## config.mk

```make
export PLATFORM = sky130hd
export DESIGN_NAME = gpio_bank
export DESIGN_NICKNAME = d
export VERILOG_FILES = /design/src/rtl/gpio_bank_pkg.sv /design/src/rtl/gpio_bank_decode.sv /design/src/rtl/gpio_bank_outregs.sv /design/src/rtl/gpio_bank_insync.sv /design/src/rtl/gpio_bank.sv
export SDC_FILE = /design/constraint.sdc
export NUM_CORES = 1
export LEC_CHECK = 0
export BUFFER_PORTS_ARGS = -buffer_cell sky130_fd_sc_hd__buf_2
export CORE_MARGIN = 5
export CORE_UTILIZATION = 47
export DETAILED_ROUTE_END_ITERATION = 10
export GPL_TIMING_DRIVEN = 0
export PLACE_DENSITY = 0.76
export SLEW_MARGIN = 40
export SYNTH_ARGS = -nofsm -noshare
export SYNTH_HDL_FRONTEND = slang
export SYNTH_SLANG_ARGS = --single-unit
```

## constraint.sdc

```tcl
create_clock -name clk_i -period 0.87 [get_ports clk_i]
set_input_delay 0.1305 -clock clk_i [delete_from_list [all_inputs] [get_ports clk_i]]
set_output_delay 0.1305 -clock clk_i [all_outputs]
set_load 0.01 [all_outputs]
```

## src/rtl/gpio_bank_pkg.sv

```systemverilog
package gpio_bank_pkg;
  localparam int unsigned ADDR_W = 3;

  typedef enum logic [ADDR_W-1:0] {
    REG_OUT_SET   = 3'd0,
    REG_OUT_CLR   = 3'd1,
    REG_DRV_OFF   = 3'd2,
    REG_PIN_STATE = 3'd3,
    REG_IN_ARM    = 3'd4
  } reg_addr_e;
endpackage

```

## src/rtl/gpio_bank_decode.sv

```systemverilog
module gpio_bank_decode
  import gpio_bank_pkg::*;
#(
  parameter int unsigned NUM_PINS = 32
) (
  input  logic                clk_i,
  input  logic                rst_ni,
  input  logic                wr_en_i,
  input  logic                rd_en_i,
  input  logic [ADDR_W-1:0]   addr_i,
  input  logic [NUM_PINS-1:0] pin_state_i,
  output logic                set_we_o,
  output logic                clr_we_o,
  output logic                off_we_o,
  output logic                arm_we_o,
  output logic [NUM_PINS-1:0] rdata_o
);
  logic [NUM_PINS-1:0] rdata_q;

  assign set_we_o = wr_en_i && (addr_i == REG_OUT_SET);
  assign clr_we_o = wr_en_i && (addr_i == REG_OUT_CLR);
  assign off_we_o = wr_en_i && (addr_i == REG_DRV_OFF);
  assign arm_we_o = wr_en_i && (addr_i == REG_IN_ARM);

  // only the pin-state address is readable
  always_ff @(posedge clk_i or negedge rst_ni) begin
    if (!rst_ni)                                  rdata_q <= '0;
    else if (rd_en_i && addr_i == REG_PIN_STATE)  rdata_q <= pin_state_i;
    else                                          rdata_q <= '0;
  end

  assign rdata_o = rdata_q;

  assert_idle_zero_R10: assert property (@(posedge clk_i) disable iff (!rst_ni)
    !rd_en_i |=> rdata_o == '0);

  assert_wo_read_zero_R9: assert property (@(posedge clk_i) disable iff (!rst_ni)
    (rd_en_i && addr_i != REG_PIN_STATE) |=> rdata_o == '0);
endmodule

```

## src/rtl/gpio_bank_outregs.sv

```systemverilog
module gpio_bank_outregs #(
  parameter int unsigned NUM_PINS = 32
) (
  input  logic                clk_i,
  input  logic                rst_ni,
  input  logic                set_we_i,
  input  logic                clr_we_i,
  input  logic                off_we_i,
  input  logic [NUM_PINS-1:0] mask_i,
  output logic [NUM_PINS-1:0] level_o,
  output logic [NUM_PINS-1:0] oe_o
);
  logic [NUM_PINS-1:0] level_q, oe_q;

  always_ff @(posedge clk_i or negedge rst_ni) begin
    if (!rst_ni) begin
      level_q <= '0;
      oe_q    <= '0;
    end else begin
      if (set_we_i)      level_q <= level_q | mask_i;
      else if (clr_we_i) level_q <= level_q & ~mask_i;
      // a level write also claims the pins as outputs
      if (set_we_i || clr_we_i) oe_q <= oe_q | mask_i;
      else if (off_we_i)        oe_q <= oe_q & ~mask_i;
    end
  end

  assign level_o = level_q;
  assign oe_o    = oe_q;

  assert_set_high_R2: assert property (@(posedge clk_i) disable iff (!rst_ni)
    set_we_i |=> ((level_o & $past(mask_i)) == $past(mask_i)) &&
                 ((level_o & ~$past(mask_i)) == ($past(level_o) & ~$past(mask_i))));

  assert_clr_low_R3: assert property (@(posedge clk_i) disable iff (!rst_ni)
    clr_we_i |=> ((level_o & $past(mask_i)) == '0) &&
                 ((level_o & ~$past(mask_i)) == ($past(level_o) & ~$past(mask_i))));

  assert_drive_on_R4: assert property (@(posedge clk_i) disable iff (!rst_ni)
    (set_we_i || clr_we_i) |=> (oe_o & $past(mask_i)) == $past(mask_i));

  assert_drive_off_R5: assert property (@(posedge clk_i) disable iff (!rst_ni)
    off_we_i |=> ((oe_o & $past(mask_i)) == '0) && $stable(level_o));
endmodule

```

## src/rtl/gpio_bank_insync.sv

```systemverilog
module gpio_bank_insync #(
  parameter int unsigned NUM_PINS    = 32,
  parameter int unsigned SYNC_STAGES = 2
) (
  input  logic                clk_i,
  input  logic                rst_ni,
  input  logic                arm_we_i,
  input  logic [NUM_PINS-1:0] pin_i,
  output logic                armed_o,
  output logic [NUM_PINS-1:0] state_o
);
  localparam int unsigned LAST = SYNC_STAGES - 1;

  logic [NUM_PINS-1:0] stage_q [SYNC_STAGES];
  logic                armed_q;

  for (genvar s = 0; s < SYNC_STAGES; s++) begin : g_sync
    if (s == 0) begin : g_first
      always_ff @(posedge clk_i or negedge rst_ni) begin
        if (!rst_ni) stage_q[s] <= '0;
        else         stage_q[s] <= pin_i;
      end
    end else begin : g_next
      always_ff @(posedge clk_i or negedge rst_ni) begin
        if (!rst_ni) stage_q[s] <= '0;
        else         stage_q[s] <= stage_q[s-1];
      end
    end
  end

  // sticky: data value of the arming write is irrelevant
  always_ff @(posedge clk_i or negedge rst_ni) begin
    if (!rst_ni)       armed_q <= 1'b0;
    else if (arm_we_i) armed_q <= 1'b1;
  end

  assign armed_o = armed_q;
  assign state_o = armed_q ? stage_q[LAST] : '0;

  assert_arm_sticky_R7: assert property (@(posedge clk_i) disable iff (!rst_ni)
    armed_q |=> armed_q);

  assert_arm_on_write_R7: assert property (@(posedge clk_i) disable iff (!rst_ni)
    arm_we_i |=> armed_q);
endmodule

```

## src/rtl/gpio_bank.sv

```systemverilog
module gpio_bank
  import gpio_bank_pkg::*;
#(
  parameter int unsigned NUM_PINS    = 32,
  parameter int unsigned SYNC_STAGES = 2
) (
  input  logic                clk_i,
  input  logic                rst_ni,
  input  logic                wr_en_i,
  input  logic                rd_en_i,
  input  logic [ADDR_W-1:0]   addr_i,
  input  logic [NUM_PINS-1:0] wdata_i,
  output logic [NUM_PINS-1:0] rdata_o,
  input  logic [NUM_PINS-1:0] pin_i,
  output logic [NUM_PINS-1:0] pin_o,
  output logic [NUM_PINS-1:0] pin_oe_o
);
  logic                set_we, clr_we, off_we, arm_we, armed;
  logic [NUM_PINS-1:0] pin_state;

  gpio_bank_decode #(.NUM_PINS(NUM_PINS)) u_decode (
    .clk_i       (clk_i),
    .rst_ni      (rst_ni),
    .wr_en_i     (wr_en_i),
    .rd_en_i     (rd_en_i),
    .addr_i      (addr_i),
    .pin_state_i (pin_state),
    .set_we_o    (set_we),
    .clr_we_o    (clr_we),
    .off_we_o    (off_we),
    .arm_we_o    (arm_we),
    .rdata_o     (rdata_o)
  );

  gpio_bank_outregs #(.NUM_PINS(NUM_PINS)) u_outregs (
    .clk_i    (clk_i),
    .rst_ni   (rst_ni),
    .set_we_i (set_we),
    .clr_we_i (clr_we),
    .off_we_i (off_we),
    .mask_i   (wdata_i),
    .level_o  (pin_o),
    .oe_o     (pin_oe_o)
  );

  gpio_bank_insync #(.NUM_PINS(NUM_PINS), .SYNC_STAGES(SYNC_STAGES)) u_insync (
    .clk_i    (clk_i),
    .rst_ni   (rst_ni),
    .arm_we_i (arm_we),
    .pin_i    (pin_i),
    .armed_o  (armed),
    .state_o  (pin_state)
  );

  assert_dark_read_R6: assert property (@(posedge clk_i) disable iff (!rst_ni)
    (rd_en_i && !armed) |=> rdata_o == '0);

  assert_undef_write_R9: assert property (@(posedge clk_i) disable iff (!rst_ni)
    (wr_en_i && addr_i > REG_IN_ARM) |=> $stable(pin_o) && $stable(pin_oe_o) &&
                                         (armed == $past(armed)));
endmodule

```

==> metrics <==
status finished, violations left; Least-Margin Pin Slew about 0.54 ns; # rows between 40 and 50; width of the die between 100 and 150 µm; failing checks negative setup slack; worst vdd ir 1.30 mV; YS warnings 0; Top delay family on crit path flip-flops; CP max stage cell dfrtp_1; vias in the first global route 4577; Worst Path Max Fanout 2; reg2reg end u_decode.rdata_o[20]$_DFF_PN0_; Synth cell types 16; DR WL met2 about 9000 µm; H-tree levels 4; type of the worst setup path reg -> out; Power Dens Cells 2230 mW/mm²; worst setup margin -0.222 ns; total CTS buffers 17; synthesized cell area 0.00610 mm²; Initial Utilization 48.1%; dpl hpwl 9800 µm; Mapped Cells 419; flop2flop setup slack -0.22 ns; fraction of layout cells with a size suffix above 1 46.8%; max cap viols 0; hold_ws 0.0375 ns; critical path startpoint category register; Avg WL per Cell 18.9 µm; critical path arrival 0.96 ns; drt via density slightly below 5; M1 wire length 6240 µm; Reg2Reg Depth 4; Async SR Flop Fraction 100%; Hold Path Depth 3; P&R area growth vs syn 48.2%; part of the Yosys area used for sequential elements 66.1%; CTS Root Cell clkbuf_16; crit path cell chain buf_2; setup tns final -23.48 ns; core area ~0.013 mm²; Remaining DRCs 0; WP data required 0.74 ns; Finished Cell Area ~0.009 mm²; number of detailed-route iterations in the first pass 5; total congestion overflow 0; crit share post-route 125%; clk slew on worst S/H paths 0.06 ns; Syn Area/Cell 14.6 µm²; port bufs 163; metal3 WL approximately 930 µm; max incr delay on CP 0.40 ns; list of most frequent post-synthesis cells dfrtp_1 (161), inv_1 (65), a21o_1 (32), mux2i_1 (32), nand4bb_1 (32); Buffers & Inverters on Critical Path 1; top flip-flop cell by instance count after synthesis dfrtp_1; launch point of the worst reg-to-reg path u_insync.armed_o$_DFFE_PN0P_; Die Ht 124 µm; GPL Wtd Cong 0.746; Final Max Tran Viols 0; CTS tree built; net count after synthesis a little under 500; slew margin rel. 64.1%; P_leak roughly 4.6 nW; clk sinks about 160; fmax between 900 and 1000 MHz; post-route ant nets 0; Tot GR Track Use between 20% and 30%; FF+latch count, synth 161; global-route wire length before repair 23600 µm; max layer used met4; Final Net Count 750; Final Hold Viols 0; I/O pin count ~170; worst min path class in -> reg; RSZ-0062 raised after global routing true; Synth area leaders dfrtp_1 (66%), nand4bb_1 (5.9%), mux2i_1 (5.3%); Synth area leader dfrtp_1; final WL between 15000 and 20000 µm; initial antenna violation count 2; Longest Clk Path Bufs 2; largest net degree at the start of global routing slightly below 70; number of flops mapped to enable cells by yosys 0; vias post-DR 4286; fin crit period 1.09 ns; Starting DRT DRC Count 172; placed cell areas 0.00727 mm²; die area approximately 0.015 mm²; nature of the critical path endpoint output pin; endpoints failing setup 135; Tot Pwr 0.0202 W; clock skew 0.00837 ns; hold_sp wdata_i[8]; post-synth top area share around 66%; worst-skew pair later-pin latency 0.42 ns; most common cell in the netlist dfrtp_1
[final cells by class]
class	count	area [µm²]
Sequential cell	161	4030
Fill cell	859	3630
Multi-Input combinational cell	163	1830
Timing Repair Buffer	241	1830
Clock buffer	20	447
Buffer	30	267
Inverter	65	244
Tap cell	172	215
Clock inverter	12	171
Antenna cell	2	5.00
[power breakdown]
group / switching (W) / internal, W
clock: 0.00314 / 0.00467
sequential: 0.000446 / 0.00828
combinational: 0.00166 / 0.00200
[timing repair]
action                     CTS  global route
hold endpoints to repair   193             0
resized for setup           27            56
setup endpoints to repair  127           191
pin swaps                    1             1
cloned                       0             4
hold buffers                33             0
setup buffers               22            17
[cell families (layout without fill, tap and decap cells)]
kind of cell	count (synthesis)	count (layout)	synth area share, %
DFF	161	161	66.1
and+or+nand+nor	98	98	18.0
buffers and inverters	95	368	6.57
other	0	2	0
AOI/OAI and AO/OA	33	33	4.08
muxes	32	32	5.25
[worst max-delay path by stage]
stage / cells after the start / end / start
2_1_floorplan: 4 / register / addr_i[2]
3_3_place_gp: 1 / async pin / rst_ni
3_5_place_dp: 4 / u_decode.rdata_o[26]$_DFF_PN0_ / rd_en_i
4_1_cts: 1 / pin_oe_o[8] / register
5_1_grt: 4 / u_decode.rdata_o[26]$_DFF_PN0_ / u_insync.armed_o$_DFFE_PN0P_
6_report: 1 / pin_oe_o[8] / register
[per-layer routing]
metal | vias up | GRT usage, %
met5 | - | 0
met4 | 0 | 7.67
met3 | 19 | 6.49
met2 | 131 | 35.8
met1 | 2193 | 23.9
li1 | 1943 | -
[cell usage in the layout (no fill, tap or decap), drive strengths merged]
cell type / synthesis / layout
nor3: 32 / 32
buf: 14 / 218
a21o: 32 / 32
dfrtp: 161 / 161
nor2: 1 / 1
clkinv: 0 / 2
clkbuf: 16 / 40
bufinv: 0 / 3
clkinvlp: 0 / 2
nand4bb: 32 / 32
diode: 0 / 2
and4bb: 32 / 32
nand4b: 1 / 1
a31o: 1 / 1
dlygate4sd3: 0 / 33
mux2i: 32 / 32
inv: 65 / 70
[stage by stage]
step / setup slack, ns / std cells / util [%]
CTS: -0.238 / 843 / 67.3
detailed placement: -0.383 / 756 / 57.4
finish: -0.222 / 866 / 71.3
global placement: -2.53 / 754 / 56.9
floorplan: -0.0312 / 419 / -
global route: -0.260 / 866 / 71.3
Power figures use the tool's default switching activity.
